`config.mk`:
```
export PLATFORM = sky130hd
export DESIGN_NAME = i2c16_reg_target
export DESIGN_NICKNAME = d
export VERILOG_FILES = /design/src/rtl/i2c16_pkg.sv /design/src/rtl/i2c16_line_sync.sv /design/src/rtl/i2c16_ptr.sv /design/src/rtl/i2c16_reg_target.sv
export SDC_FILE = /design/constraint.sdc
export NUM_CORES = 1
export LEC_CHECK = 0
export BUFFER_PORTS_ARGS = -buffer_cell sky130_fd_sc_hd__buf_4
export CAP_MARGIN = 20
export CELL_PAD_IN_SITES_DETAIL_PLACEMENT = 0
export CELL_PAD_IN_SITES_GLOBAL_PLACEMENT = 2
export CORE_MARGIN = 4
export CORE_UTILIZATION = 42
export CTS_CLUSTER_DIAMETER = 50
export DETAILED_ROUTE_END_ITERATION = 7
export GPL_ROUTABILITY_DRIVEN = 1
export PLACE_DENSITY = 0.9
export SLEW_MARGIN = 40
export SYNTH_ARGS = -nofsm -noshare
export SYNTH_HDL_FRONTEND = slang
export SYNTH_SLANG_ARGS = --single-unit
```
`constraint.sdc`:
```
create_clock -name clk -period 4 [get_ports clk]
set_input_delay 0.8 -clock clk [delete_from_list [all_inputs] [get_ports clk]]
set_output_delay 0.8 -clock clk [all_outputs]
set_load 0.02 [all_outputs]
```
`src/rtl/i2c16_pkg.sv`:
```
package i2c16_pkg;
  typedef enum logic [2:0] {
    ST_IDLE,
    ST_ADDR,
    ST_ADDR_ACK,
    ST_WR,
    ST_WR_ACK,
    ST_RD,
    ST_RD_ACK,
    ST_SKIP
  } tgt_state_t;
endpackage

```
`src/rtl/i2c16_line_sync.sv`:
```
module i2c16_line_sync #(
  parameter int STAGES = 2
) (
  input  logic clk,
  input  logic rst_n,
  input  logic scl_i,
  input  logic sda_i,
  output logic scl_s,
  output logic sda_s,
  output logic scl_rise,
  output logic scl_fall,
  output logic start_det,
  output logic stop_det
);
  logic [STAGES-1:0] scl_pipe, sda_pipe;
  logic scl_d, sda_d;

  always_ff @(posedge clk or negedge rst_n) begin
    if (!rst_n) begin
      scl_pipe <= '1;
      sda_pipe <= '1;
      scl_d    <= 1'b1;
      sda_d    <= 1'b1;
    end else begin
      scl_pipe <= {scl_pipe[STAGES-2:0], scl_i};
      sda_pipe <= {sda_pipe[STAGES-2:0], sda_i};
      scl_d    <= scl_pipe[STAGES-1];
      sda_d    <= sda_pipe[STAGES-1];
    end
  end

  assign scl_s     = scl_pipe[STAGES-1];
  assign sda_s     = sda_pipe[STAGES-1];
  assign scl_rise  = scl_s & ~scl_d;
  assign scl_fall  = ~scl_s & scl_d;
  // SDA edges while SCL stays high mark bus conditions
  assign start_det = scl_s & scl_d & sda_d & ~sda_s;
  assign stop_det  = scl_s & scl_d & ~sda_d & sda_s;
endmodule

```
`src/rtl/i2c16_ptr.sv`:
```
module i2c16_ptr #(
  parameter int NUM_REGS = 64,
  localparam int AW = $clog2(NUM_REGS)
) (
  input  logic          clk,
  input  logic          rst_n,
  input  logic          load,
  input  logic [7:0]    load_val,
  input  logic          inc,
  output logic [7:0]    ptr,
  output logic          in_range,
  output logic [AW-1:0] rd_addr
);
  localparam logic [7:0] PTR_END = 8'(NUM_REGS);

  always_ff @(posedge clk or negedge rst_n) begin
    if (!rst_n) begin
      ptr <= '0;
    end else if (load) begin
      ptr <= (load_val > PTR_END) ? PTR_END : load_val;
    end else if (inc && ptr < PTR_END) begin
      ptr <= ptr + 8'd1;
    end
  end

  assign in_range = (ptr < PTR_END);
  assign rd_addr  = in_range ? ptr[AW-1:0] : AW'(NUM_REGS - 1);
endmodule

```
`src/rtl/i2c16_reg_target.sv`:
```
module i2c16_reg_target
  import i2c16_pkg::*;
#(
  parameter logic [4:0] DEV_HI      = 5'b01011,
  parameter int         NUM_REGS    = 64,
  parameter int         SYNC_STAGES = 2,
  localparam int        AW          = $clog2(NUM_REGS)
) (
  input  logic          clk,
  input  logic          rst_n,
  input  logic          scl_i,
  input  logic          sda_i,
  output logic          sda_oe,
  output logic          reg_wr_en,
  output logic [AW-1:0] reg_wr_addr,
  output logic [15:0]   reg_wr_data,
  output logic [AW-1:0] reg_rd_addr,
  input  logic [15:0]   reg_rd_data
);
  logic scl_s, sda_s, scl_rise, scl_fall, start_det, stop_det;
  logic [7:0] ptr_cur;
  logic ptr_in_range;
  logic [AW-1:0] ptr_rd_addr;

  tgt_state_t state_q;
  logic [2:0] cnt_q;
  logic [7:0] sh_q, hi_q, lo_q, tx_q, ptr_val_q;
  logic rw_q, ack_ph_q, first_q, hi_valid_q, lo_half_q, mack_q;
  logic sda_oe_q, wr_en_q, ptr_load_q, ptr_inc_q;
  logic [AW-1:0] wr_addr_q;
  logic [15:0] wr_data_q;

  i2c16_line_sync #(.STAGES(SYNC_STAGES)) u_sync (
    .clk(clk), .rst_n(rst_n), .scl_i(scl_i), .sda_i(sda_i),
    .scl_s(scl_s), .sda_s(sda_s), .scl_rise(scl_rise), .scl_fall(scl_fall),
    .start_det(start_det), .stop_det(stop_det)
  );

  i2c16_ptr #(.NUM_REGS(NUM_REGS)) u_ptr (
    .clk(clk), .rst_n(rst_n), .load(ptr_load_q), .load_val(ptr_val_q),
    .inc(ptr_inc_q), .ptr(ptr_cur), .in_range(ptr_in_range),
    .rd_addr(ptr_rd_addr)
  );

  always_ff @(posedge clk or negedge rst_n) begin
    if (!rst_n) begin
      state_q    <= ST_IDLE;
      cnt_q      <= '0;
      sh_q       <= '0;
      hi_q       <= '0;
      lo_q       <= '0;
      tx_q       <= '0;
      ptr_val_q  <= '0;
      rw_q       <= 1'b0;
      ack_ph_q   <= 1'b0;
      first_q    <= 1'b0;
      hi_valid_q <= 1'b0;
      lo_half_q  <= 1'b0;
      mack_q     <= 1'b1;
      sda_oe_q   <= 1'b0;
      wr_en_q    <= 1'b0;
      ptr_load_q <= 1'b0;
      ptr_inc_q  <= 1'b0;
      wr_addr_q  <= '0;
      wr_data_q  <= '0;
    end else begin
      wr_en_q    <= 1'b0;
      ptr_load_q <= 1'b0;
      ptr_inc_q  <= 1'b0;
      if (start_det) begin
        state_q    <= ST_ADDR;
        cnt_q      <= '0;
        sda_oe_q   <= 1'b0;
        ack_ph_q   <= 1'b0;
        hi_valid_q <= 1'b0;
      end else if (stop_det) begin
        state_q    <= ST_IDLE;
        sda_oe_q   <= 1'b0;
        ack_ph_q   <= 1'b0;
        hi_valid_q <= 1'b0;
      end else begin
        unique case (state_q)
          ST_ADDR: if (scl_rise) begin
            sh_q  <= {sh_q[6:0], sda_s};
            cnt_q <= cnt_q + 3'd1;
            if (cnt_q == 3'd7) begin
              rw_q    <= sda_s;
              state_q <= (sh_q[6:2] == DEV_HI) ? ST_ADDR_ACK : ST_SKIP;
            end
          end
          ST_ADDR_ACK: if (scl_fall) begin
            if (!ack_ph_q) begin
              sda_oe_q <= 1'b1;
              ack_ph_q <= 1'b1;
            end else begin
              ack_ph_q <= 1'b0;
              cnt_q    <= '0;
              if (rw_q) begin
                state_q   <= ST_RD;
                tx_q      <= reg_rd_data[15:8];
                lo_q      <= reg_rd_data[7:0];
                sda_oe_q  <= ~reg_rd_data[15];
                lo_half_q <= 1'b0;
              end else begin
                state_q  <= ST_WR;
                sda_oe_q <= 1'b0;
                first_q  <= 1'b1;
              end
            end
          end
          ST_WR: if (scl_rise) begin
            sh_q  <= {sh_q[6:0], sda_s};
            cnt_q <= cnt_q + 3'd1;
            if (cnt_q == 3'd7) state_q <= ST_WR_ACK;
          end
          ST_WR_ACK: if (scl_fall) begin
            if (!ack_ph_q) begin
              sda_oe_q <= 1'b1;
              ack_ph_q <= 1'b1;
            end else begin
              sda_oe_q <= 1'b0;
              ack_ph_q <= 1'b0;
              cnt_q    <= '0;
              state_q  <= ST_WR;
              if (first_q) begin
                first_q    <= 1'b0;
                ptr_load_q <= 1'b1;
                ptr_val_q  <= sh_q;
              end else if (!hi_valid_q) begin
                hi_q       <= sh_q;
                hi_valid_q <= 1'b1;
              end else begin
                hi_valid_q <= 1'b0;
                ptr_inc_q  <= 1'b1;
                if (ptr_in_range) begin
                  wr_en_q   <= 1'b1;
                  wr_addr_q <= ptr_rd_addr;
                  wr_data_q <= {hi_q, sh_q};
                end
              end
            end
          end
          ST_RD: begin
            if (scl_rise) begin
              if (cnt_q == 3'd7) begin
                state_q <= ST_RD_ACK;
                cnt_q   <= '0;
              end else begin
                cnt_q <= cnt_q + 3'd1;
              end
            end else if (scl_fall) begin
              sda_oe_q <= ~tx_q[3'd7 - cnt_q];
            end
          end
          ST_RD_ACK: begin
            if (scl_rise && ack_ph_q) begin
              mack_q <= sda_s;
            end else if (scl_fall) begin
              if (!ack_ph_q) begin
                sda_oe_q  <= 1'b0;
                ack_ph_q  <= 1'b1;
                ptr_inc_q <= lo_half_q;
              end else begin
                ack_ph_q <= 1'b0;
                if (mack_q) begin
                  state_q <= ST_SKIP;
                end else begin
                  state_q <= ST_RD;
                  if (lo_half_q) begin
                    tx_q      <= reg_rd_data[15:8];
                    lo_q      <= reg_rd_data[7:0];
                    sda_oe_q  <= ~reg_rd_data[15];
                    lo_half_q <= 1'b0;
                  end else begin
                    tx_q      <= lo_q;
                    sda_oe_q  <= ~lo_q[7];
                    lo_half_q <= 1'b1;
                  end
                end
              end
            end
          end
          default: ;
        endcase
      end
    end
  end

  assign sda_oe      = sda_oe_q;
  assign reg_wr_en   = wr_en_q;
  assign reg_wr_addr = wr_addr_q;
  assign reg_wr_data = wr_data_q;
  assign reg_rd_addr = ptr_rd_addr;
endmodule

```
==> impl_metrics.json <==
{
  "area.growth.synth_to_final_pct": 16.5,
  "drt_pre_antenna_iters": 4,
  "slowest_delay_ns": 0.78,
  "post_synth_mux_area_share_pct": 19.2,
  "ff_latch_area_um2": 2310,
  "worst_hold_path_type": "in2async",
  "buffers_plus_inverters_on_the_worst_setup_path": 0,
  "period_needed_ns": 2.45,
  "postSynthAreaPerCell_um2": 12.4,
  "setup_tns_ns": 0,
  "yosysTopAreaCellShare_pct": 51.3,
  "number_of_antenna_violations_at_the_first_check_in_global_routing": 0,
  "synth_common_cells": "sky130_fd_sc_hd__dfrtp_1, sky130_fd_sc_hd__mux2_1, sky130_fd_sc_hd__mux2_2, sky130_fd_sc_hd__nand2_1, sky130_fd_sc_hd__nor2_1",
  "tightest_slew_ns": 0.690,
  "critPathLaunch": "state_q[2]",
  "slew_headroom_pct": 54.0,
  "globalplace.congestion": 0.817,
  "initial_utilization_pct": 44.0,
  "groute.usage.overall_pct": 15.7,
  "maxSlewViolCount": 0,
  "grt_pass1_wl_mm": 14.3,
  "critPathRequiredTime_ns": 4.24,
  "tritoncts_num_sinks": 92,
  "die_height_um": 107,
  "detailroute.via_count": 2705,
  "post_synthesis_sequential_area_ratio_pct": 55.8,
  "synth_xor_xnor_area_share_pct": 1.69,
  "ctsResizeCount": 0,
  "top_cells_by_area_synth": "sky130_fd_sc_hd__dfrtp_1, sky130_fd_sc_hd__mux2_1, sky130_fd_sc_hd__mux2_2, sky130_fd_sc_hd__dfstp_2, sky130_fd_sc_hd__mux2i_1",
  "clock_tree.buffer_depth": 2,
  "first_global_vias": 2756,
  "yosys.area_share.adder_pct": 0.906,
  "regToRegStartpoint": "state_q[2]",
  "dominant_combinational_cell_family_by_area_after_synthesis": "multiplexers",
  "worst-r2r-cell-count": 4,
  "dominant_register_cell_in_the_synthesized_netlist": "sky130_fd_sc_hd__dfrtp_1",
  "dpl.hpwl_mm": 5.96,
  "slowest_stage": "sky130_fd_sc_hd__dfrtp_1",
  "post_synth_and_or_nand_nor_area_fraction_pct": 12.0,
  "number_of_antenna_cells_inserted": 0,
  "synth_compound_gate_area_share_pct": 8.27,
  "drc": 0,
  "crit_cells": 4,
  "critical_path.endpoint": "reg_wr_data[14]",
  "cts_root_buffer": "sky130_fd_sc_hd__clkbuf_8",
  "pwr_density_cell_nw_per_um2": 383,
  "die_w_um": 107,
  "drv_cap": 0,
  "peakVddDrop_v": 0.000202,
  "final_critical_path_setup_slack_ns": 1.55,
  "power.static_leakage_uw": 0.00232,
  "portBuffers": 49,
  "hold_violations": 0,
  "total_standard_cell_area_after_synthesis_um2": 4150,
  "grt_max_degree": 43,
  "timing.critical_path.cells": "nand3b_2 -> nor3_2 -> o2111a_2 -> mux2_1",
  "post_drt_wl_per_cell_um": 16.1,
  "vias_per_cell": 5.22,
  "synth-seq-cells": 92,
  "proportion_of_layout_cells_with_a_drive_suffix_above_1_pct": 28.5,
  "worst_setup_hold_path_clk_slew_ns": 0.09,
  "timing.final.setup_violations": 0,
  "post_cts_hold_buffer_count": 0,
  "floorplan.rows": 35,
  "synthDistinctLibCells": 55,
  "detail_route.wirelength_mm": 8.33,
  "run_status": "complete, no violations",
  "post-synth-top-count-cell": "sky130_fd_sc_hd__dfrtp_1",
  "tritoncts": "done",
  "finalCritPeriodShare_pct": 61.3,
  "filler_cell_count": 848,
  "path_delay_family": "flip-flops",
  "post_synth_inst_count": 335,
  "edff_count_synth": 0,
  "tritoncts.num_buffers": 9,
  "timing.setup.critical_path_class": "reg2reg",
  "ff2ff_setup_slack_ns": 1.55,
  "die_area_um2": 11500,
  "source_to_sink_clock_delay_at_the_later_pin_of_the_worst_skew_pair_ns": 0.36,
  "crit_fanout": 23,
  "drt_antenna_net_count": 0,
  "crit_path_start_kind": "register",
  "synth_warnings": 0,
  "detail_route.iter0.violations": 105,
  "fmax_mhz": 408,
  "synthArstFlopShare_pct": 100,
  "io_pins": 50,
  "count_of_nets_after_finishing": 407,
  "synth_top_cell_by_area": "sky130_fd_sc_hd__dfrtp_1",
  "post-cts-setup-buffers": 0,
  "grt_setup_unrepaired": "false",
  "core-area_um2": 9420,
  "r2r-end": "reg_wr_data[14]",
  "place_worst_setup_slack_ns": 1.57,
  "fin_worst_skew_ns": 0.0136,
  "synth_fp_nets": 358,
  "grt_remaining_overflow": 0,
  "cts.htree.levels": 3,
  "worst_setup_path_end_kind": "register",
  "critical_path_arrival_ns": 2.69,
  "post-route-util_pct": 51.3,
  "area_occupied_by_multi_input_gates_um2": 1750
}
## metal layers
layer  vias to the layer above  part of all wire (%)  global-route usage (%)
met2                        55                    47                    24.5
met3                        12                   3.8                    2.70
met4                         0                   1.7                    6.04
met5                         -                     0                       0
li1                       1300                     -                       -
met1                      1338                    48                    21.9
## cell type report
class                   instances  share of cell area, %
clock inverters                 4                   1.19
repair buffers                 51                   7.93
inverters                       5                  0.389
clock buffers                  12                   3.01
flip-flops and latches         92                   47.9
well taps                     129                   3.34
multi-input cells             225                   36.3
## how the worst min path moves through the flow
stage,from,to,slack (ns),cells after the start
after floorplan,u_sync.scl_pipe[0],u_sync.scl_pipe[1],0.35,0
after global placement,u_sync.sda_pipe[0],u_sync.sda_pipe[1],0.35,0
after detailed placement,u_sync.scl_pipe[0],u_sync.scl_pipe[1],0.35,0
after CTS,rst_n,hi_q[6],0.32,1
after global routing,rst_n,hi_q[6],0.34,1
final,rst_n,hi_q[6],0.32,1
## metrics by stage
| stage | power, uW | cells | hold WS [ns] | instance area (um2) |
|---|---|---|---|---|
| floorplan | 1130 | 335 | 0.345 | 4150 |
| global placement | 1210 | 502 | 0.347 | 4620 |
| detailed placement | 1220 | 502 | 0.347 | 4620 |
| CTS | 1870 | 518 | 0.324 | 4820 |
| global route | 1920 | 518 | 0.337 | 4830 |
| finish | 1850 | 518 | 0.322 | 4830 |
## sequential cells by signal, summed over array words and instances (netlist names), 2 cells and up
| signal | count |
|---|---|
| cnt_q | 3 |
| hi_q | 8 |
| lo_q | 8 |
| ptr_val_q | 8 |
| reg_wr_addr | 6 |
| reg_wr_data | 16 |
| sh_q | 8 |
| state_q | 3 |
| tx_q | 8 |
| u_ptr.ptr | 8 |
| u_sync.scl_pipe | 2 |
| u_sync.sda_pipe | 2 |
## where the power goes
group	switching [uW]	internal (uW)	total (uW)	leakage, uW
Combinational	58.3	72.2	130	0.00101
Sequential	88.0	978	1070	0.00121
Clock	338	314	652	0.0000991
## cell families after synthesis
logic type,after synthesis
multiplexers,71
buffers and inverters,18
XOR/XNOR,8
flip-flops,92
adder cells (fa/ha/maj),3
AND/OR/NAND/NOR,90
AO/OA/AOI/OAI,53
## layout by cell type, fill, tap and decap left out, types with 6 or more instances in the layout
cell / count
sky130_fd_sc_hd__dfrtp_1: 85
sky130_fd_sc_hd__buf_4: 51
sky130_fd_sc_hd__mux2_1: 31
sky130_fd_sc_hd__mux2_2: 27
sky130_fd_sc_hd__nand2_1: 20
sky130_fd_sc_hd__nor2_1: 19
sky130_fd_sc_hd__a21oi_1: 14
sky130_fd_sc_hd__o21ai_0: 12
sky130_fd_sc_hd__mux2i_1: 12
sky130_fd_sc_hd__clkbuf_8: 10
sky130_fd_sc_hd__nand3_1: 7
sky130_fd_sc_hd__dfstp_2: 7
sky130_fd_sc_hd__or3_1: 6
No activity file was read; power rests on OpenSTA's default activity.
